<file path="config.mk">
export PLATFORM = sky130hd
export DESIGN_NAME = dmareg_file
export DESIGN_NICKNAME = d
export VERILOG_FILES = /design/src/rtl/dmareg_pkg.sv /design/src/rtl/dmareg_decode.sv /design/src/rtl/dmareg_ptr.sv /design/src/rtl/dmareg_chan.sv /design/src/rtl/dmareg_file.sv
export SDC_FILE = /design/constraint.sdc
export NUM_CORES = 1
export LEC_CHECK = 0
export BUFFER_PORTS_ARGS = -buffer_cell sky130_fd_sc_hd__clkbuf_2
export CORE_MARGIN = 2
export CORE_UTILIZATION = 30
export CTS_BUF_LIST = sky130_fd_sc_hd__clkbuf_4 sky130_fd_sc_hd__clkbuf_8 sky130_fd_sc_hd__clkbuf_16
export DETAILED_ROUTE_END_ITERATION = 10
export PLACE_DENSITY_LB_ADDON = 0.08
export SYNTH_ARGS = -nofsm -noshare
export SYNTH_HDL_FRONTEND = slang
export SYNTH_SLANG_ARGS = --single-unit
</file>
<file path="constraint.sdc">
create_clock -name clk -period 3.2 [get_ports clk]
set_input_delay 0.64 -clock clk [delete_from_list [all_inputs] [get_ports clk]]
set_output_delay 0.64 -clock clk [all_outputs]
set_load 0.03 [all_outputs]
</file>
<file path="src/rtl/dmareg_pkg.sv">
`timescale 1ns/1ps
package dmareg_pkg;

    typedef enum logic [1:0] {
        XM_IDLE     = 2'd0,
        XM_TO_MEM   = 2'd1,
        XM_FROM_MEM = 2'd2,
        XM_CASCADE  = 2'd3
    } xmode_e;

    localparam int unsigned OFS_MODE_STAT = 8;
    localparam int unsigned OFS_MASK_ONE  = 9;
    localparam int unsigned OFS_MASK_ALL  = 10;
    localparam int unsigned OFS_PTR_CLR   = 12;
    localparam int unsigned OFS_MCLR      = 13;

    typedef struct packed {
        logic chreg;
        logic wide;
        logic is_cnt;
        logic mode_wr;
        logic mask_one;
        logic mask_all;
        logic ptr_clr;
        logic mclr;
    } cmd_t;

    function automatic logic moves_data(xmode_e m);
        return (m == XM_TO_MEM) || (m == XM_FROM_MEM);
    endfunction

endpackage

</file>
<file path="src/rtl/dmareg_decode.sv">
`timescale 1ns/1ps
module dmareg_decode
    import dmareg_pkg::*;
#(
    parameter int N_CHAN = 4,
    parameter int PA_W   = 4,
    localparam int CH_W  = $clog2(N_CHAN)
) (
    input  logic            wr,
    input  logic            rd,
    input  logic [PA_W-1:0] addr,
    output cmd_t            cmd,
    output logic [CH_W-1:0] ch
);
    localparam int CH_SPAN = 2 * N_CHAN;

    always_comb begin
        cmd        = '0;
        ch         = addr[CH_W:1];
        cmd.is_cnt = addr[0];
        if (addr < PA_W'(CH_SPAN)) begin
            cmd.chreg = 1'b1;
            cmd.wide  = wr | rd;
        end else if (wr) begin
            case (addr)
                PA_W'(OFS_MODE_STAT): cmd.mode_wr  = 1'b1;
                PA_W'(OFS_MASK_ONE):  cmd.mask_one = 1'b1;
                PA_W'(OFS_MASK_ALL):  cmd.mask_all = 1'b1;
                PA_W'(OFS_PTR_CLR):   cmd.ptr_clr  = 1'b1;
                PA_W'(OFS_MCLR):      cmd.mclr     = 1'b1;
                default: ;
            endcase
        end
    end

endmodule

</file>
<file path="src/rtl/dmareg_ptr.sv">
`timescale 1ns/1ps
module dmareg_ptr (
    input  logic clk,
    input  logic rst,
    input  logic clr,
    input  logic toggle,
    output logic hi
);
    always_ff @(posedge clk) begin
        if (rst || clr) begin
            hi <= 1'b0;
        end else if (toggle) begin
            hi <= ~hi;
        end
    end
endmodule

</file>
<file path="src/rtl/dmareg_chan.sv">
`timescale 1ns/1ps
module dmareg_chan
    import dmareg_pkg::*;
#(
    parameter int DATA_W  = 8,
    localparam int REG_W  = 2 * DATA_W
) (
    input  logic              clk,
    input  logic              rst,
    input  logic              mclr,
    input  logic              wr_addr,
    input  logic              wr_cnt,
    input  logic              byte_hi,
    input  logic [DATA_W-1:0] wdata,
    input  logic              mode_wr,
    input  xmode_e            mode_in,
    input  logic              mask_wr,
    input  logic              mask_val,
    input  logic              step_req,
    output logic [REG_W-1:0]  addr_q,
    output logic [REG_W-1:0]  cnt_q,
    output xmode_e            mode_q,
    output logic              mask_q,
    output logic              tc_q,
    output logic              ready
);
    logic step;

    function automatic logic [REG_W-1:0] put_byte(
        logic [REG_W-1:0] old, logic [DATA_W-1:0] b, logic hi);
        return hi ? {b, old[DATA_W-1:0]} : {old[REG_W-1:DATA_W], b};
    endfunction

    assign ready = ~mask_q & moves_data(mode_q);
    assign step  = step_req & ready & ~mclr;

    always_ff @(posedge clk) begin
        if (rst) begin
            addr_q <= '0;
            cnt_q  <= '0;
            mode_q <= XM_IDLE;
            mask_q <= 1'b1;
            tc_q   <= 1'b0;
        end else begin
            if (wr_addr) begin
                addr_q <= put_byte(addr_q, wdata, byte_hi);
            end else if (step) begin
                addr_q <= addr_q + REG_W'(1);
            end

            if (wr_cnt) begin
                cnt_q <= put_byte(cnt_q, wdata, byte_hi);
            end else if (step) begin
                cnt_q <= cnt_q - REG_W'(1);
            end

            if (mclr || wr_cnt) begin
                tc_q <= 1'b0;
            end else if (step && (cnt_q == '0)) begin
                tc_q <= 1'b1;
            end

            if (mclr) begin
                mask_q <= 1'b1;
            end else if (mask_wr) begin
                mask_q <= mask_val;
            end

            if (mode_wr) begin
                mode_q <= mode_in;
            end
        end
    end

endmodule

</file>
<file path="src/rtl/dmareg_file.sv">
`timescale 1ns/1ps
module dmareg_file
    import dmareg_pkg::*;
#(
    parameter int N_CHAN  = 4,
    parameter int DATA_W  = 8,
    parameter int PA_W    = 4,
    localparam int CH_W   = $clog2(N_CHAN),
    localparam int REG_W  = 2 * DATA_W
) (
    input  logic                clk,
    input  logic                rst,
    input  logic                reg_wr,
    input  logic                reg_rd,
    input  logic [PA_W-1:0]     reg_addr,
    input  logic [DATA_W-1:0]   reg_wdata,
    output logic [DATA_W-1:0]   reg_rdata,
    input  logic                xfer_req,
    input  logic [CH_W-1:0]     xfer_chan,
    output logic [REG_W-1:0]    xfer_addr,
    output logic [N_CHAN-1:0]   chan_ready,
    output logic [N_CHAN-1:0]   chan_tc,
    output logic [N_CHAN-1:0]   chan_mask,
    output logic [2*N_CHAN-1:0] chan_mode
);
    cmd_t                         cmd;
    logic [CH_W-1:0]              dec_ch;
    logic                         ptr_hi;
    logic [N_CHAN-1:0][REG_W-1:0] addr_q;
    logic [N_CHAN-1:0][REG_W-1:0] cnt_q;
    logic [N_CHAN-1:0]            wr_cnt;
    logic [REG_W-1:0]             rd_word;
    logic                         wr_wide;

    dmareg_decode #(.N_CHAN(N_CHAN), .PA_W(PA_W)) i_decode (
        .wr   (reg_wr),
        .rd   (reg_rd),
        .addr (reg_addr),
        .cmd  (cmd),
        .ch   (dec_ch)
    );

    dmareg_ptr i_ptr (
        .clk    (clk),
        .rst    (rst),
        .clr    (cmd.ptr_clr | cmd.mclr),
        .toggle (cmd.wide),
        .hi     (ptr_hi)
    );

    assign wr_wide = reg_wr & cmd.wide;

    for (genvar i = 0; i < N_CHAN; i++) begin : g_chan
        logic   sel;
        logic   wr_addr_i;
        logic   mode_wr_i;
        logic   mask_wr_i;
        logic   mask_val_i;
        xmode_e mode_i;

        assign sel        = (dec_ch == CH_W'(i));
        assign wr_addr_i  = wr_wide & sel & ~cmd.is_cnt;
        assign wr_cnt[i]  = wr_wide & sel & cmd.is_cnt;
        assign mode_wr_i  = cmd.mode_wr & (reg_wdata[CH_W+1:2] == CH_W'(i));
        assign mask_wr_i  = cmd.mask_all
                          | (cmd.mask_one & (reg_wdata[CH_W-1:0] == CH_W'(i)));
        assign mask_val_i = cmd.mask_all ? reg_wdata[i] : reg_wdata[CH_W];

        dmareg_chan #(.DATA_W(DATA_W)) i_chan (
            .clk      (clk),
            .rst      (rst),
            .mclr     (cmd.mclr),
            .wr_addr  (wr_addr_i),
            .wr_cnt   (wr_cnt[i]),
            .byte_hi  (ptr_hi),
            .wdata    (reg_wdata),
            .mode_wr  (mode_wr_i),
            .mode_in  (xmode_e'(reg_wdata[1:0])),
            .mask_wr  (mask_wr_i),
            .mask_val (mask_val_i),
            .step_req (xfer_req & (xfer_chan == CH_W'(i))),
            .addr_q   (addr_q[i]),
            .cnt_q    (cnt_q[i]),
            .mode_q   (mode_i),
            .mask_q   (chan_mask[i]),
            .tc_q     (chan_tc[i]),
            .ready    (chan_ready[i])
        );

        assign chan_mode[2*i +: 2] = mode_i;
    end

    assign xfer_addr = addr_q[xfer_chan];
    assign rd_word   = cmd.is_cnt ? cnt_q[dec_ch] : addr_q[dec_ch];

    always_comb begin
        reg_rdata = '0;
        if (cmd.chreg) begin
            reg_rdata = ptr_hi ? rd_word[REG_W-1:DATA_W] : rd_word[DATA_W-1:0];
        end else if (reg_addr == PA_W'(OFS_MODE_STAT)) begin
            reg_rdata = DATA_W'(chan_tc);
        end else if (reg_addr == PA_W'(OFS_MASK_ALL)) begin
            reg_rdata = DATA_W'(chan_mask);
        end
    end

endmodule

</file>
# --- Word level (Yosys, flattened, before mapping) ---
# Cells that the tools add are included.
totals:
  ff_bits: 145
  output_inout_bits: 44
op_classes:
  n_mux: 39
  add_sub_neg: 8
  reduce_logical: 50
  bitwise_logic: 50
  n_eq_ne: 41
  order_cmp: 3
ops:
  columns: ["cell", "n"]
  rows:
  - ["$mux 16", 21]
  - ["$bmux 16 s2", 3]
  - ["$add 16x1->16 const B", 4]
  - ["$logic_not 16->1", 4]
  - ["$sub 16x1->16 const B", 4]
  - ["$and 1x1->1", 37]
  - ["$ne 2x2->1 const B", 16]
  - ["$reduce_and 2->1", 16]
  - ["$eq 2x2->1 const B", 12]
  - ["$eq 4x4->1 const B", 5]
  - ["$eq 2x1->1 const B", 8]
  - ["$mux 8", 2]
  - ["$reduce_bool 2->1", 8]
  - ["$mux 5", 2]
  - ["$reduce_or 2->1", 5]
  - ["$logic_or 1x1->1", 9]
  - ["$logic_not 2->1", 4]
  - ["$mux 1", 8]
  - ["$mux 4", 2]
  - ["$not 1->1", 7]
  - ["$lt 2x3->1 const B", 2]
  - ["$or 1x1->1", 6]
  - ["$logic_and 1x1->1", 4]
  - ["$lt 4x4->1 const B", 1]
  - ["$mux 2", 1]

# --- Longest topological paths before layout ---
# Gate-level depths: netlist of the first run.
logic_depth:
  word_depth: 8
  ltp_mapped: 10
  mapped_depth_nobuf: 8

# --- Cells and area by module ---
# Synthesis of the first run repeated with hierarchy kept, for this count alone.
unflattened:
  hier_cells: 1224
  area_unflattened_um2: 10338.7
by_module_without_submodules:
  columns: ["module", "cells_each", "n_inst", "area_per_inst_um2", "seq_area_each_um2"]
  rows:
  - ["dmareg_chan (g_chan[1].i_chan ...)", 261, 3, 2078.2, 720.7]
  - ["dmareg_chan (g_chan[0].i_chan)", 266, 1, 2124.5, 720.7]
  - ["dmareg_file", 156, 1, 1856.8, 0.0]
  - ["dmareg_decode", 16, 1, 83.8, 0.0]
  - ["dmareg_ptr", 3, 1, 38.8, 20.0]

# --- Least setup slack after synthesis of the first run ---
# OpenSTA, ideal clock, no wires.
synth_path:
  path_type: "input to output"
  startpoint: "in reg_addr[2]"
  endpoint: "out reg_rdata[4]"
  slack_ps: -130
  arrival_time_ps: 2690
  cell_stages: 8
  required_ps: 2560
  path_cell_list: "buf_2 > buf_4 > buf_2 > buf_2 > mux4_2 > nor2b_1 > a211oi_1 > a211oi_1"
synth_between:
  elab_chain_len: 5
  elab_cells_between_ends: 9
  classes_between: "order compare (1); mux (8)"
synth_lines:
  columns: ["element", "line_no", "source"]
  rows:
  - ["start: declaration", "dmareg_file.sv:15", "input logic [PA_W-1:0] reg_addr,"]
  - ["$bmux 16 s2", "dmareg_file.sv:94", "assign rd_word = cmd.is_cnt ? cnt_q[dec_ch] : addr_q[dec_ch];"]
  - ["$mux 16 (implied by the code)", "dmareg_file.sv:94", null]
  - ["$mux 16", "dmareg_file.sv:94", null]
  - ["$mux 8", "dmareg_file.sv:99", "reg_rdata = ptr_hi ? rd_word[REG_W-1:DATA_W] : rd_word[DATA_W-1:0];"]
  - ["$mux 8 *", "dmareg_file.sv:98", "if (cmd.chreg) begin"]
  - ["end: declaration", "dmareg_file.sv:17", "output logic [DATA_W-1:0] reg_rdata,"]
# Mark *: on every way between the ends. The rest lies on a longest branch, timed or not. The select of a mux whose other input is x is not followed.

# --- Final worst setup path of the first run ---
layout_path:
  startpoint: "in reg_addr[2]"
  endpoint: "out reg_rdata[0]"
# The elaborated chain is that of the path after synthesis.

==> results.cfg, run 1 <==
[outcome]
outcome = finished, final reports clean

[power_and_ir_drop]
swShare_pct = 28.6
p_int_mw = 3.25
switching_power_mw = 1.30
comb_power_share_pct = 12.9
power_density_nw_per_um2 = 386
pwr-share-seq_pct = 41.1
irDropWorstVdd_mv = 0.379
power_mw = 4.55
p_leak_nw = 4.41
pwr-share-clk_pct = 45.9

[synth]
synthFlopType = dfxtp_1
ys_seq_elements = 145
synth-edff-count = 0
syn_nets = 1269
syn_avg_cell_area_um2 = 8.12
syn-cell-area_um2 = 10100
synth_cells = 1242
synth_warnings = 0
ys_top_cells_by_area = dfxtp_1 29%, mux4_2 11%, nor2_1 5.5%, nand2_1 4.8%, a21oi_1 4.0%
yosysSeqAreaShare_pct = 28.8
synth.distinct_cells = 77
yosys.area.top_type_share_pct = 28.8
ys_async_sr_fraction_pct = 0
synth_largest_area_cell = dfxtp_1

[cells_and_area]
drive_above_1_share_pct = 19.3
final_cell_mix = 147 x nor2_1, 144 x dfxtp_1, 130 x nand2_1
layout_commonest_cell = nor2_1
area_growth_pct = 16.7
nFillCells = 3561
fin_util_pct = 35.4
antenna_cells = 0
nets = 1339

[timing]
hold_viol_final = 0
period_needed_ps = 3050
slew_headroom_pct = 40.9
timing.final.crit_share_pct = 95.2
finalClockSkew_ps = 9.46
slew_violations = 0
rsz0062_at_grt = no
hold_ws_ps = 537
tns_ps = 0
fmax_mhz = 328
worst_slew_pin_slew_ps = 884
final-setup-viol-count = 0

[clock_tree]
cts_sinks = 145
clockRootBuffer = clkbuf_16
clk_pin_slew_ps = 60
tritoncts = done
cts_buffer_depth = 2
numCtsBuffers = 17
cts_resized = 0
htreeDepth = 4
hold_buffers = 0
post-cts-setup-buffer-count = 0
clk_latency_ps = 450

[hold_path]
hp-class = reg -> reg

[routing]
vias = 10600
drcViolationCount = 0
first_pass_iters = 6
viasPerCell = 5.98
routedWlPerCell_um = 25.6
drt-initial-drc-count = 877
final_antenna_net_count = 0
drt-total-wl_mm = 45.3

[die]
ios = 63
core_area_um2 = 33300
die_h_um = 187
start_util_pct = 30.3
rows = 67
die_area_um2 = 35100
die_x_um = 187

[grt]
grt_pass1_vias = 10000
grt_pass1_wl_mm = 67.3
antenna_found_initial = 0
busiest_layer = met1
grt-ovfl-total = 0
gr-usage-all-layers_pct = 25.8
use_met1_pct = 39.0
grt_max_degree = 47
use_met2_pct = 37.5
use_met3_pct = 3.68

[critical_path]
end_kind = output pin
crit_fanout = 23
crit_type = in -> out
worstPathRequired_ps = 2560
worstPathArrival_ps = 2410
startpoint_type = input port

[placement]
dpl.hpwl_mm = 33.5
portBuffers = 62
gp_congestion = 0.941

[flow_run]
drv_cap = 0
[worst max-delay path, cell delays in order]
cell and delay, ps:
clkbuf_2 100, buf_12 190, buf_4 220, mux4_2 500, mux2i_1 120, or3_1 110, o221ai_1 230, clkbuf_2 270
[cell usage after synthesis (14+ instances only)]
master	instances
mux4_2	50
a31oi_1	26
or3_1	23
a21oi_1	81
nor4_1	16
nor3_1	41
xnor2_1	21
nand4_1	19
nand3_1	41
and3_1	15
inv_1	26
nand2_1	130
a211oi_1	17
nor2_1	147
o211ai_1	14
mux2i_1	21
dfxtp_1	145
xor2_1	16
o21ai_0	75
clkbuf_1	59
[stage by stage]
stage	std cells	setup WS, ps	area [um^2]
after floorplan	1242	62.9	10100
after global placement	1741	137	11200
after detailed placement	1741	139	11200
after CTS	1773	138	11800
after global routing	1773	45.6	11800
final	1773	153	11800
[registers in the layout, indices dropped and copies added, names as in the netlist]
register,cells
g_chan.i_chan.mode_q,8
g_chan.i_chan.tc_q,4
g_chan.i_chan.mask_q,4
g_chan.i_chan.addr_q,64
g_chan.i_chan.cnt_q,64
i_ptr.hi,1
[final cells by class]
type | instances | area [um^2] | share of cell area [%]
sequential | 145 | 2900 | 24.7
tap | 448 | 561 | 4.76
clock inverter | 10 | 109 | 0.925
timing repair buffer | 142 | 938 | 7.97
inverter | 27 | 101 | 0.861
clock buffer | 22 | 482 | 4.09
multi-input combinational | 979 | 6670 | 56.7
[path summary, 6_finish.rpt]
kind                                end  slack (ps)  depth (start not counted)                        from
min          g_chan[0].i_chan.addr_q[4]         540                          2  g_chan[0].i_chan.addr_q[4]
max                        reg_rdata[0]         150                          8                 reg_addr[2]
max reg2reg   g_chan[1].i_chan.cnt_q[8]         680                          8   g_chan[1].i_chan.cnt_q[0]
min reg2reg  g_chan[0].i_chan.addr_q[4]         540                          2  g_chan[0].i_chan.addr_q[4]
[per-layer routing]
| layer | routed length (um) | vias to the layer above |
|---|---|---|
| met1 | 22400 | 5330 |
| met4 | 1230 | 0 |
| met3 | 2780 | 64 |
| met5 | 0 | - |
| met2 | 18800 | 375 |
| li1 | - | 4831 |
[cell families after synthesis]
logic type / after synthesis / share of synthesized area (%)
adder cells (fa/ha/maj): 8 / 0.993
XOR/XNOR: 37 / 3.21
AO/OA/AOI/OAI: 339 / 22.4
buffers and inverters: 118 / 5.09
multiplexers: 76 / 14.0
AND/OR/NAND/NOR: 519 / 25.5
flip-flops: 145 / 28.8
[power groups by stage]
| stage | Sequential [mW] | Combinational, mW | Clock, mW |
|---|---|---|---|
| finish | 1.87 | 0.588 | 2.09 |
| global route | 1.87 | 0.628 | 2.18 |
| CTS | 1.87 | 0.580 | 2.12 |
| detailed placement | 1.91 | 0.577 | 0 |
| global placement | 1.91 | 0.581 | 0 |
| floorplan | 1.88 | 0.356 | 0 |
(Power assumes the default switching activity.)
==> run 2, diff against run 1 <==
BUFFER_PORTS_ARGS = default   (was -buffer_cell sky130_fd_sc_hd__clkbuf_2)
DONT_BUFFER_PORTS = 1   (was default)
MAX_ROUTING_LAYER = met4   (was default)
==> results.cfg, run 2 (synthesis gave the netlist of run 1 again) <==
[routing]
routedWlPerCell_um = 25.6
drt-total-wl_mm = 43.9
drcViolationCount = 0
final_antenna_net_count = 0
viasPerCell = 5.96
first_pass_iters = 5
vias = 10200
drt-initial-drc-count = 994

[flow_run]
drv_cap = 0

[grt]
gr-usage-all-layers_pct = 26.0
antenna_found_initial = 1
grt_max_degree = 116
grt_pass1_wl_mm = 65.5
grt_pass1_vias = 9747
grt-ovfl-total = 0

[cells_and_area]
nFillCells = 3595
layout_commonest_cell = nor2_1
fin_util_pct = 34.7
reg.largest.list = g_chan.i_chan.addr_q: 64 flops, g_chan.i_chan.cnt_q: 64 flops, g_chan.i_chan.mode_q: 8 flops
final_cell_mix = 147 x nor2_1, 144 x dfxtp_1, 130 x nand2_1
drive_above_1_share_pct = 15.4
nets = 1278
area_growth_pct = 14.6
final_cell_area_um2 = 11600

[timing]
fmax_mhz = 356
period_needed_ps = 2810
tns_ps = 0
slew_violations = 0
worst_slew_pin_slew_ps = 980
timing.final.crit_share_pct = 87.8
hold_ws_ps = 272
setup_ws_ps = 391
final-setup-viol-count = 0
finalClockSkew_ps = 10.7
rsz0062_at_grt = no
hold_viol_final = 0
slew_headroom_pct = 34.1

[clock_tree]
cts_sinks = 145
htreeDepth = 4
clk_pin_slew_ps = 70
cts_buffer_depth = 2
numCtsBuffers = 17
post-cts-setup-buffer-count = 0
hold_buffers = 0
clk_latency_ps = 440
cts_resized = 0
tritoncts = done
clockRootBuffer = clkbuf_16

[critical_path]
worstPathArrival_ps = 2170
worstPathRequired_ps = 2560
startpoint_type = flop
end_kind = output pin
crit_type = reg -> out
crit_fanout = 7

[die]
die_x_um = 187
die_h_um = 187
die_area_um2 = 35100
ios = 63
core_area_um2 = 33300
rows = 67
start_util_pct = 30.3

[placement]
dp_slack_ps = 534
dpl.hpwl_mm = 32.0
portBuffers = 0
gp_congestion = 0.925
placed_area_um2 = 10800

[power_and_ir_drop]
irDropWorstVdd_mv = 0.378
power_density_nw_per_um2 = 413
p_leak_nw = 4.19

[outcome]
outcome = finished, final reports clean

[hold_path]
hp-class = in -> reg
## run 2: cell types whose count changed in the layout (fill, tap and decap cells not counted), sizes merged
cell      before  now
clkbuf        83   22
bufinv         2    7
clkinv         7    3
clkinvlp       2    1
diode          0    1
## run 2: per-stage QoR
stage,instances,power (mW)
6_report,1713,4.77
5_1_grt,1713,4.92
4_1_cts,1712,4.81
3_5_place_dp,1680,2.33
3_3_place_gp,1680,2.33
2_1_floorplan,1242,2.24
## run 2: final timing paths
path / slack, ps / from / cells past startpoint / to
worst max register to register: 590 / g_chan[0].i_chan.mode_q[0] / 6 / g_chan[0].i_chan.addr_q[15]
worst min register to register: 520 / g_chan[0].i_chan.addr_q[4] / 2 / g_chan[0].i_chan.addr_q[4]
worst max-delay path: 390 / g_chan[0].i_chan.cnt_q[4] / 5 / reg_rdata[4]
worst min-delay path: 270 / rst / 1 / g_chan[3].i_chan.addr_q[9]
## run 2: layer usage
| layer | GRT usage (%) | part of all wire [%] | vias to the layer above |
|---|---|---|---|
| met3 | 4.97 | 8.0 | 55 |
| met1 | 37.5 | 48 | 5031 |
| li1 | - | - | 4716 |
| met5 | - | 0 | - |
| met2 | 35.8 | 41 | 413 |
| met4 | 9.07 | 2.9 | 0 |
## run 2: critical path, cell delays in order, from the launching register on
cell	delay (ps)
dfxtp_1	520
mux4_2	310
nor2b_1	170
a211oi_1	80
a211oi_2	390
buf_4	240
## run 2: final cells by class
| class | instances | area (um^2) | area share (%) |
|---|---|---|---|
| Clock buffer | 22 | 482 | 4.17 |
| Sequential cell | 145 | 2900 | 25.1 |
| Tap cell | 448 | 561 | 4.85 |
| Timing Repair Buffer | 81 | 608 | 5.26 |
| Multi-Input combinational cell | 979 | 6670 | 57.7 |
| Antenna cell | 1 | 2.50 | 0.0216 |
| Inverter | 27 | 101 | 0.877 |
| Clock inverter | 10 | 228 | 1.97 |
## run 2: power breakdown
group	switching (mW)	leakage, nW	internal, mW
registers	0.0408	1.17	1.82
clock network	0.863	0.347	1.62
logic	0.252	2.67	0.173
total	1.16	4.19	3.62
==> run 3, diff against run 2 <==
==> constraint.sdc (replaced) <==
create_clock -name clk -period 3.2 [get_ports clk]
set_input_delay 0.48 -clock clk [delete_from_list [all_inputs] [get_ports clk]]
set_output_delay 0.48 -clock clk [all_outputs]
set_load 0.03 [all_outputs]
==> results.cfg, run 3 (synthesis gave the netlist of run 1 again) <==
[critical_path]
startpoint_type = flop
crit_buf_inv = 1
cpMaxStageDelayCell = dfxtp_1
end_kind = output pin
max_stage_delay_ps = 530
cp_top_family = compound AO/OA/AOI/OAI gates
cp.depth = 5
crit_type = reg -> out
cp_common_cell = a211oi_1
crit_fanout = 8
worstPathArrival_ps = 2350
path_cells = mux4_2, nor2b_1, a211oi_1, a211oi_1, buf_4
worstPathRequired_ps = 2720
reg2regPathDepth = 6

[timing]
slew_headroom_pct = 33.5
tns_ps = 0
timing.final.crit_share_pct = 88.4
final-setup-viol-count = 0
finalClockSkew_ps = 12.2
hold_viol_final = 0
worst_slew_pin_slew_ps = 987
rsz0062_at_grt = no
period_needed_ps = 2830
fmax_mhz = 354
setup_ws_ps = 372
slew_violations = 0

[hold_path]
hold_depth = 1
hp-class = in -> reg

[clock_tree]
post-cts-setup-buffer-count = 0
clockRootBuffer = clkbuf_16
numCtsBuffers = 17
cts_resized = 0
tritoncts = done
cts_sinks = 145
clk_latency_ps = 450
cts_buffer_depth = 2
clk_pin_slew_ps = 70
htreeDepth = 4
hold_buffers = 0

[die]
ios = 63
core_area_um2 = 33300
start_util_pct = 30.3
die_h_um = 187
rows = 67
die_x_um = 187
die_area_um2 = 35100

[power_and_ir_drop]
p_leak_nw = 4.09
irDropWorstVdd_mv = 0.329
p_int_mw = 3.39
switching_power_mw = 1.19
power_density_nw_per_um2 = 402
swShare_pct = 25.9
pwr-share-seq_pct = 40.6
comb_power_share_pct = 9.3
pwr-share-clk_pct = 50.1

[grt]
grt_pass1_vias = 9423
grt-ovfl-total = 0
grt_max_degree = 116
grt_pass1_wl_mm = 64.4
antenna_found_initial = 0
gr-usage-all-layers_pct = 25.5

[placement]
gp_congestion = 0.901
dpl.hpwl_mm = 31.6
placed_area_um2 = 10700
portBuffers = 0
dp_cells = 1667
dp_slack_ps = 545

[routing]
drt-total-wl_mm = 43.4
final_antenna_net_count = 0
routedWlPerCell_um = 25.6
drcViolationCount = 0
viasPerCell = 6.01
drt-initial-drc-count = 950
vias = 10200
first_pass_iters = 7

[cells_and_area]
final_cell_mix = 147 x nor2_1, 144 x dfxtp_1, 130 x nand2_1
multi_input_area_um2 = 6670
antenna_cells = 0
fin_cells = 1699
drive_above_1_share_pct = 14.5
fin_util_pct = 34.2
reg.largest.list = g_chan.i_chan.addr_q: 64 flops, g_chan.i_chan.cnt_q: 64 flops, g_chan.i_chan.mode_q: 8 flops
layout_commonest_cell = nor2_1
final_cell_area_um2 = 11400
nets = 1265
area_growth_pct = 13.0
nFillCells = 3503
final-seq-area_um2 = 2900

[outcome]
outcome = finished, final reports clean

[flow_run]
drv_cap = 0
==> run 3: cell count changes in the layout (fill, tap and decap cells not counted), moves of 2 or more <==
cell,previous run,this run
buf_4,81,68
clkinvlp_4,1,4
clkbuf_8,3,1
clkinv_4,0,2
bufinv_16,7,5
clkbuf_4,2,0
==> run 3: final cells by class <==
| cell class | count | share of cell area [%] |
|---|---|---|
| clock buffer | 18 | 3.85 |
| sequential | 145 | 25.5 |
| multi-input combinational | 979 | 58.5 |
| clock inverter | 14 | 1.87 |
| tap | 448 | 4.92 |
| timing repair buffer | 68 | 4.48 |
| inverter | 27 | 0.889 |
==> run 3: final timing paths <==
check	from	end	slack, ps
max	g_chan[2].i_chan.cnt_q[4]	reg_rdata[4]	370
min	rst	g_chan[3].i_chan.addr_q[8]	100
max reg2reg	g_chan[1].i_chan.cnt_q[6]	g_chan[1].i_chan.cnt_q[15]	530
min reg2reg	g_chan[0].i_chan.addr_q[4]	g_chan[0].i_chan.addr_q[4]	510
==> run 3: stage by stage <==
| stage | power [mW] | hold slack (ps) |
|---|---|---|
| finish | 4.58 | 97.2 |
| global route | 4.74 | 94.7 |
| CTS | 4.63 | 81.8 |
| detailed placement | 2.32 | 501 |
| global placement | 2.32 | 505 |
| floorplan | 2.24 | 455 |
==> run 3: power by group through the flow <==
| stage | clock network (mW) | registers [mW] | logic (mW) |
|---|---|---|---|
| after global routing | 2.42 | 1.86 | 0.456 |
| after CTS | 2.35 | 1.86 | 0.421 |
| after detailed placement | 0 | 1.90 | 0.419 |
| final | 2.29 | 1.86 | 0.424 |
| after floorplan | 0 | 1.88 | 0.355 |
| after global placement | 0 | 1.90 | 0.421 |
==> run 3: routing by layer <==
metal | global-route usage, % | vias to the layer above | wire, um
li1 | - | 4709 | -
met5 | - | - | 0
met3 | 4.80 | 59 | 3270
met4 | 8.33 | 0 | 1250
met1 | 37.0 | 5063 | 20800
met2 | 35.3 | 383 | 18100
